## src/rtl/spi_rb_pkg.sv

```systemverilog
package spi_rb_pkg;
    localparam int BYTE_W = 8;

    typedef enum logic [2:0] {
        ST_IDLE,
        ST_OPCODE,
        ST_ADDR,
        ST_WDATA,
        ST_RDATA,
        ST_SKIP
    } rb_state_t;
endpackage

```

## src/rtl/spi_rb_sync.sv

```systemverilog
// Brings the three SPI inputs into the clk domain and finds SCK edges.
module spi_rb_sync #(
    parameter int STAGES = 2            // must be 2 or more
) (
    input  logic clk,
    input  logic rst_n,
    input  logic cs_n_raw,
    input  logic sck_raw,
    input  logic si_raw,
    output logic cs_act,
    output logic sck_rise,
    output logic sck_fall,
    output logic si_s
);
    localparam int LINES = 3;
    localparam logic [LINES-1:0] IDLE_VAL = 3'b001;  // chip select idles high

    logic [LINES-1:0] raw_vec;
    logic [LINES-1:0] synced;
    logic             sck_d;

    assign raw_vec = {si_raw, sck_raw, cs_n_raw};

    for (genvar g = 0; g < LINES; g++) begin : g_line
        logic [STAGES-1:0] chain;
        always_ff @(posedge clk or negedge rst_n) begin
            if (!rst_n) chain <= {STAGES{IDLE_VAL[g]}};
            else        chain <= {chain[STAGES-2:0], raw_vec[g]};
        end
        assign synced[g] = chain[STAGES-1];
    end

    always_ff @(posedge clk or negedge rst_n) begin
        if (!rst_n) sck_d <= 1'b0;
        else        sck_d <= synced[1];
    end

    assign cs_act   = !synced[0];
    assign sck_rise = cs_act && synced[1] && !sck_d;
    assign sck_fall = cs_act && !synced[1] && sck_d;
    assign si_s     = synced[2];
endmodule

```

## src/rtl/spi_rb_shifter.sv

```systemverilog
// Bit counter, receive shifter and transmit shifter for one byte lane.
module spi_rb_shifter #(
    parameter int W = 8
) (
    input  logic         clk,
    input  logic         rst_n,
    input  logic         frame_on,
    input  logic         sck_rise,
    input  logic         sck_fall,
    input  logic         si_s,
    input  logic         load,
    input  logic [W-1:0] load_data,
    output logic         byte_done,
    output logic [W-1:0] rx_byte,
    output logic         so_bit
);
    localparam int CW = $clog2(W);
    localparam logic [CW-1:0] LAST_BIT = CW'(W - 1);

    logic [CW-1:0] cnt;
    logic [W-1:0]  rx_sh;
    logic [W-1:0]  tx_sh;

    // receive side: a partial byte is dropped whenever the frame closes
    always_ff @(posedge clk or negedge rst_n) begin
        if (!rst_n) begin
            cnt       <= '0;
            rx_sh     <= '0;
            rx_byte   <= '0;
            byte_done <= 1'b0;
        end else begin
            byte_done <= 1'b0;
            if (!frame_on) begin
                cnt   <= '0;
                rx_sh <= '0;
            end else if (sck_rise) begin
                rx_sh <= {rx_sh[W-2:0], si_s};
                cnt   <= (cnt == LAST_BIT) ? '0 : cnt + 1'b1;
                if (cnt == LAST_BIT) begin
                    byte_done <= 1'b1;
                    rx_byte   <= {rx_sh[W-2:0], si_s};
                end
            end
        end
    end

    // transmit side: MSB waits on the line; falls inside a byte move it on
    always_ff @(posedge clk or negedge rst_n) begin
        if (!rst_n) begin
            tx_sh <= '0;
        end else if (load) begin
            tx_sh <= load_data;
        end else if (frame_on && sck_fall && cnt != '0) begin
            tx_sh <= {tx_sh[W-2:0], 1'b0};
        end
    end

    assign so_bit = tx_sh[W-1];

    AST_FRAME_STARTS_CLEAN: assert property (@(posedge clk) disable iff (!rst_n)
        $rose(frame_on) |-> (cnt == '0));
    AST_DONE_IS_PULSE: assert property (@(posedge clk) disable iff (!rst_n)
        byte_done |=> !byte_done);
endmodule

```

## src/rtl/spi_rb_ctrl.sv

```systemverilog
// Frame sequencer: opcode check, pointer handling and register bus strobes.
module spi_rb_ctrl
    import spi_rb_pkg::*;
#(
    parameter int W        = 8,
    parameter int STRAP_W  = 2,
    parameter int PREFIX_W = W - STRAP_W - 1,
    parameter logic [PREFIX_W-1:0] PREFIX = 'b01000,
    parameter int LAST_REG = 10
) (
    input  logic               clk,
    input  logic               rst_n,
    input  logic               cs_act,
    input  logic               byte_done,
    input  logic [W-1:0]       rx_byte,
    input  logic [STRAP_W-1:0] strap,
    input  logic               id_check,
    input  logic               ptr_hold,
    output logic [W-1:0]       bus_addr,
    output logic               bus_wr,
    output logic [W-1:0]       bus_wdata,
    output logic               bus_rd,
    output logic               rd_active
);
    localparam int STRAP_LSB = 1;
    localparam logic [W-1:0] LAST_PTR = W'(LAST_REG);

    rb_state_t    state, state_nx;
    logic         rw_rd;
    logic [W-1:0] ptr;
    logic [W-1:0] ptr_nx;
    logic         id_ok;

    assign id_ok = (rx_byte[W-1 -: PREFIX_W] == PREFIX) &&
                   (!id_check || rx_byte[STRAP_LSB +: STRAP_W] == strap);

    assign ptr_nx = ptr_hold          ? ptr :
                    (ptr >= LAST_PTR) ? '0  : ptr + W'(1);

    // state register
    always_ff @(posedge clk or negedge rst_n) begin
        if (!rst_n) state <= ST_IDLE;
        else        state <= state_nx;
    end

    always_comb begin
        state_nx = state;
        if (!cs_act) begin
            state_nx = ST_IDLE;
        end else begin
            unique case (state)
                ST_IDLE:   state_nx = ST_OPCODE;
                ST_OPCODE: if (byte_done) state_nx = id_ok ? ST_ADDR : ST_SKIP;
                ST_ADDR:   if (byte_done) state_nx = rw_rd ? ST_RDATA : ST_WDATA;
                ST_WDATA:  state_nx = ST_WDATA;
                ST_RDATA:  state_nx = ST_RDATA;
                ST_SKIP:   state_nx = ST_SKIP;
                default:   state_nx = ST_IDLE;
            endcase
        end
    end

    // outputs and datapath registers
    always_ff @(posedge clk or negedge rst_n) begin
        if (!rst_n) begin
            rw_rd     <= 1'b0;
            ptr       <= '0;
            bus_addr  <= '0;
            bus_wdata <= '0;
            bus_wr    <= 1'b0;
            bus_rd    <= 1'b0;
        end else begin
            bus_wr <= 1'b0;
            bus_rd <= 1'b0;
            if (byte_done) begin
                if (state == ST_OPCODE) begin
                    rw_rd <= rx_byte[0];
                end else if (state == ST_ADDR) begin
                    ptr <= rx_byte;
                    if (rw_rd) begin
                        bus_rd   <= 1'b1;
                        bus_addr <= rx_byte;
                    end
                end else if (state == ST_WDATA) begin
                    bus_wr    <= 1'b1;
                    bus_addr  <= ptr;
                    bus_wdata <= rx_byte;
                    ptr       <= ptr_nx;
                end else if (state == ST_RDATA) begin
                    bus_rd   <= 1'b1;
                    bus_addr <= ptr_nx;
                    ptr      <= ptr_nx;
                end
            end
        end
    end

    assign rd_active = (state == ST_RDATA);

    AST_WR_FROM_WRITE_PHASE: assert property (@(posedge clk) disable iff (!rst_n)
        bus_wr |-> ($past(state) == ST_WDATA));
    AST_OE_ONLY_READ_FRAME: assert property (@(posedge clk) disable iff (!rst_n)
        rd_active |-> rw_rd);
    AST_SKIP_IS_SILENT: assert property (@(posedge clk) disable iff (!rst_n)
        (state == ST_SKIP) |-> (!bus_wr && !bus_rd));
    AST_WR_PULSE: assert property (@(posedge clk) disable iff (!rst_n)
        bus_wr |=> !bus_wr);
endmodule

```

## src/rtl/spi_regbus_slave.sv

```systemverilog
module spi_regbus_slave
    import spi_rb_pkg::*;
#(
    parameter int SYNC_STAGES = 2,
    parameter int LAST_REG    = 10,
    parameter int STRAP_W     = 2,
    parameter logic [BYTE_W-STRAP_W-2:0] DEV_PREFIX = 'b01000
) (
    input  logic               clk,
    input  logic               rst_n,
    input  logic               spi_cs_n,
    input  logic               spi_sck,
    input  logic               spi_si,
    output logic               spi_so,
    output logic               spi_so_oe,
    input  logic [STRAP_W-1:0] strap_id,
    input  logic               cfg_id_check,
    input  logic               cfg_ptr_hold,
    output logic [BYTE_W-1:0]  bus_addr,
    output logic               bus_wr,
    output logic [BYTE_W-1:0]  bus_wdata,
    output logic               bus_rd,
    input  logic [BYTE_W-1:0]  bus_rdata
);
    localparam int PREFIX_W = BYTE_W - STRAP_W - 1;

    logic              cs_act;
    logic              sck_rise;
    logic              sck_fall;
    logic              si_s;
    logic              byte_done;
    logic [BYTE_W-1:0] rx_byte;
    logic              rd_active;

    spi_rb_sync #(.STAGES(SYNC_STAGES)) u_sync (
        .clk      (clk),
        .rst_n    (rst_n),
        .cs_n_raw (spi_cs_n),
        .sck_raw  (spi_sck),
        .si_raw   (spi_si),
        .cs_act   (cs_act),
        .sck_rise (sck_rise),
        .sck_fall (sck_fall),
        .si_s     (si_s)
    );

    spi_rb_shifter #(.W(BYTE_W)) u_shift (
        .clk       (clk),
        .rst_n     (rst_n),
        .frame_on  (cs_act),
        .sck_rise  (sck_rise),
        .sck_fall  (sck_fall),
        .si_s      (si_s),
        .load      (bus_rd),
        .load_data (bus_rdata),
        .byte_done (byte_done),
        .rx_byte   (rx_byte),
        .so_bit    (spi_so)
    );

    spi_rb_ctrl #(
        .W        (BYTE_W),
        .STRAP_W  (STRAP_W),
        .PREFIX_W (PREFIX_W),
        .PREFIX   (DEV_PREFIX),
        .LAST_REG (LAST_REG)
    ) u_ctrl (
        .clk       (clk),
        .rst_n     (rst_n),
        .cs_act    (cs_act),
        .byte_done (byte_done),
        .rx_byte   (rx_byte),
        .strap     (strap_id),
        .id_check  (cfg_id_check),
        .ptr_hold  (cfg_ptr_hold),
        .bus_addr  (bus_addr),
        .bus_wr    (bus_wr),
        .bus_wdata (bus_wdata),
        .bus_rd    (bus_rd),
        .rd_active (rd_active)
    );

    // raw chip select gates the pad so it releases without synchronizer lag
    assign spi_so_oe = !spi_cs_n && rd_active;

    AST_STROBES_EXCLUSIVE: assert property (@(posedge clk) disable iff (!rst_n)
        !(bus_wr && bus_rd));
    AST_RD_PULSE: assert property (@(posedge clk) disable iff (!rst_n)
        bus_rd |=> !bus_rd);
endmodule

```

## config.mk

```make
export PLATFORM = sky130hd
export DESIGN_NAME = spi_regbus_slave
export DESIGN_NICKNAME = d
export VERILOG_FILES = /design/src/rtl/spi_rb_pkg.sv /design/src/rtl/spi_rb_sync.sv /design/src/rtl/spi_rb_shifter.sv /design/src/rtl/spi_rb_ctrl.sv /design/src/rtl/spi_regbus_slave.sv
export SDC_FILE = /design/constraint.sdc
export NUM_CORES = 1
export LEC_CHECK = 0
export BUFFER_PORTS_ARGS = -buffer_cell sky130_fd_sc_hd__buf_2
export CAP_MARGIN = 30
export CORE_AREA = 3 3 86 88
export CTS_CLUSTER_SIZE = 25
export DETAILED_ROUTE_END_ITERATION = 10
export DIE_AREA = 0 0 89 91
export GPL_TIMING_DRIVEN = 1
export HOLD_SLACK_MARGIN = 0.15
export PLACE_DENSITY = 0.63
export SLEW_MARGIN = 30
export SYNTH_ARGS = -nofsm -noshare
export SYNTH_HDL_FRONTEND = slang
export SYNTH_SLANG_ARGS = --single-unit
```

## constraint.sdc

```tcl
create_clock -name clk -period 2.47 [get_ports clk]
set_input_delay 0.3705 -clock clk [delete_from_list [all_inputs] [get_ports clk]]
set_output_delay 0.3705 -clock clk [all_outputs]
set_load 0.02 [all_outputs]
```

==> flow_metrics.env <==
export IMPL_dpl_worst_slack_ps=550.2
export IMPL_htree_levels=3
export IMPL_combPwrFrac_pct=6.4
export IMPL_area_delta_synth_final_pct=16.83
export IMPL_cts_tree="built"
export IMPL_power_per_cell_area_nw_per_um2=603.7
export IMPL_ys_warn_count=0
export IMPL_route_detailed_drc=0
export IMPL_grt_pass1_vias=2263
export IMPL_dpl_cell_area_um2=3359
export IMPL_cts_setup_buffers=0
export IMPL_final_max_slew_violation_count=0
export IMPL_die_h_um=91
export IMPL_die_area_um2=8099
export IMPL_portBuffers=36
export IMPL_synth_distinct_cells=52
export IMPL_crit_path_start_kind="flip-flop"
export IMPL_wl_met2_mm=3.241
export IMPL_syn_nets=312
export IMPL_drt_wirelength_per_cell_um=16.33
export IMPL_clock_path_buffers=2
export IMPL_first_iter_violations=224
export IMPL_final_nets=355
export IMPL_switching_share_pct=23.87
export IMPL_n_antenna_cell=0
export IMPL_initial_utilization_pct=45.81
export IMPL_place_inst=399
export IMPL_synth_cell_area_um2=3078
export IMPL_async_flop_share_pct=100.0
export IMPL_reg2reg_setup_slack_ps=480
export IMPL_setup_viol_count_final=0
export IMPL_maxUsedRoutingLayer="met4"
export IMPL_slew_limit_headroom_pct=45.65
export IMPL_core_um2=6719
export IMPL_drtPass1Iterations=4
export IMPL_finalCoreUtilization_pct=53.52
export IMPL_p_int_mw=1.653
export IMPL_synth_edf_count=0
export IMPL_place_congestion=0.8878
export IMPL_synth_top_area_share_pct=50.41
export IMPL_setup_ws_ps=458.7
export IMPL_p_leak_nw=1.712
export IMPL_pin_count=37
export IMPL_status="finished, final reports clean"
export IMPL_fin_area_um2=3596
export IMPL_reg2reg_to="u_ctrl.ptr[1]"
export IMPL_wl_mm=6.825
export IMPL_final_setup_skew_ps=9.263
export IMPL_cp_required_ps=2100
export IMPL_rsz0062_at_grt="no"
export IMPL_root_buffer="clkbuf_8"
export IMPL_wl_met3_um=388
export IMPL_finalCriticalPeriod_ps=2011
export IMPL_p_clk_share_pct=42.8
export IMPL_num_rows=30
export IMPL_seqPwrFrac_pct=50.8
export IMPL_critPathArrivalTime_ps=1640
export IMPL_syn_area_per_cell_um2=10.61
export IMPL_power_switching_mw=0.5182
export IMPL_reg2reg_depth=6
export IMPL_grt_use_total_pct=18.01
export IMPL_fmax_ghz=0.4972
export IMPL_peakVddDrop_uv=326.9
export IMPL_grt_ovfl_total=0
export IMPL_tightest_slew_ps=815.3
export IMPL_ys_ff_latch=64
export IMPL_multi_input_area_um2=1374
export IMPL_clk_pin_slew_ps=70
export IMPL_die_x_um=89
export IMPL_hold_violations=0
export IMPL_tns_ps=0
export IMPL_clk_latency_ps=340
export IMPL_fill_cells=612
export IMPL_path_max_fanout=10
export IMPL_numCtsBuffers=9
export IMPL_wirelength_met1_mm=3.028
export IMPL_grt_max_degree=65
export IMPL_critPathKind="reg -> out"
export IMPL_syn_instance_count=290
export IMPL_min_path_type="in -> async"
export IMPL_final_period_utilization_pct=81.43
export IMPL_seq_area_um2=1604
export IMPL_vias=2360
export IMPL_synth_main_ff_cell="dfrtp_1"
export IMPL_critPathCaptureType="output pin"
export IMPL_routed_via_density=5.646
export IMPL_synth_seq_area_share_pct=52.11
export IMPL_grt_pass1_wl_mm=11.25
export IMPL_synth_area_leader_cell="dfrtp_1"
export IMPL_final_cells=418
export IMPL_antenna_found_initial=0
export IMPL_cts_sinks=64
export IMPL_detail_route_antenna_nets=0
export IMPL_r2r_start="u_ctrl.ptr[0]"
export IMPL_synth_area_leaders="dfrtp_1 (50%), mux2_2 (6.6%), nand2_1 (4.1%)"
export IMPL_hpwl_mm=4.597
export IMPL_drive_gt1_share_pct=25.44
export IMPL_max_cap_violations=0
state kept, by name, summed over array words and instances (netlist names):
| name | cells |
|---|---|
| u_ctrl.bus_wr | 1 |
| u_shift.byte_done | 1 |
| u_ctrl.bus_addr | 8 |
| u_ctrl.ptr | 8 |
| u_ctrl.rw_rd | 1 |
| u_sync.g_line.chain | 6 |
| u_shift.rx_sh | 7 |
| u_shift.cnt | 3 |
| u_shift.tx_sh | 8 |
| u_ctrl.state | 3 |
| u_ctrl.bus_rd | 1 |
| u_shift.rx_byte | 8 |
| u_ctrl.bus_wdata | 8 |
| u_sync.sck_d | 1 |
repair_timing:
| item | 4_1_cts | 5_1_grt |
|---|---|---|
| hold buffers | 3 | 0 |
| gates resized for setup | 0 | 0 |
| hold endpoints to repair | 3 | 0 |
worst max path at each step:
stage / start / end / slack (ps) / cells past startpoint
floorplan: u_ctrl.ptr[0] / u_ctrl.bus_addr[1] / 690 / 6
global placement: u_ctrl.ptr[0] / u_ctrl.bus_addr[1] / 630 / 6
detailed placement: u_ctrl.ptr[0] / u_ctrl.bus_addr[1] / 550 / 6
CTS: u_ctrl.state[2] / spi_so_oe / 420 / 3
global route: u_ctrl.state[2] / spi_so_oe / 360 / 3
finish: u_ctrl.state[2] / spi_so_oe / 460 / 3
cells by family (layout without fill, tap and decap cells):
kind of cell | count (synthesis) | after routing | share of synthesized area, %
and+or+nand+nor | 90 | 90 | 15.08
muxes | 30 | 30 | 10.53
buffers and inverters | 25 | 73 | 3.252
AOI/OAI and AO/OA | 71 | 71 | 15.57
xor gates and xnor gates | 5 | 5 | 1.423
adders and majority gates | 5 | 5 | 2.033
DFF | 64 | 64 | 52.11
layer usage:
metal | up-vias | track usage (%)
met1 | 1143 | 24.69
met5 | - | 0
met4 | 0 | 7.072
li1 | 1134 | -
met2 | 67 | 26.79
met3 | 16 | 5.082
cell usage in the layout, fill, tap and decap left out, types with 3 or more instances in the layout:
cell / instances
nor3_1: 6
nand2_1: 34
xnor2_1: 3
and3_1: 3
nor3b_1: 3
inv_1: 9
clkbuf_8: 11
buf_2: 36
buf_4: 9
o22ai_1: 3
dlygate4sd3_1: 3
mux2i_1: 11
o21ai_0: 10
nand4b_1: 3
mux2_2: 18
a21oi_1: 23
o21bai_1: 4
dfrtp_1: 62
o221ai_1: 4
nand3_1: 9
nor2b_1: 5
ha_1: 5
a31oi_1: 3
nand2b_1: 8
nor2_1: 9
worst max-delay path, cell delays in order, from the launching register on:
cell,delay (ps)
dfrtp_1,500
or3b_1,470
nor2_1,150
buf_2,180
cell usage after synthesis (5+ instances only):
cell type / instances
o21ai_0: 10
inv_1: 9
dfrtp_1: 62
nor2_1: 9
nand2_1: 34
nor3_1: 6
nand2b_1: 8
nor2b_1: 5
mux2i_1: 11
mux2_2: 18
ha_1: 5
a21oi_1: 23
nand3_1: 9
clkbuf_1: 10
power groups by stage:
stage                     clock [mW]  combinational, mW  sequential [mW]
after floorplan                    0             0.0857             1.11
after global placement             0              0.136             1.12
after detailed placement           0              0.136             1.12
after CTS                      0.949              0.141             1.10
after global routing           0.998              0.159             1.11
final                          0.928              0.139             1.10
stage by stage:
step                hold WS, ps  total power [mW]
global placement          332.8             1.258
detailed placement        337.0             1.260
global route              226.3             2.264
CTS                       224.7             2.193
finish                    164.7             2.171
floorplan                 74.91             1.199
final cells by class:
cell class	count	share of cell area, %
flip-flops and latches	64	44.61
multi-input cells	201	38.20
repair buffers	48	7.724
clock buffers	11	4.210
well taps	80	2.784
clock inverters	5	1.531
inverters	9	0.9395
(Power assumes the default switching activity.)
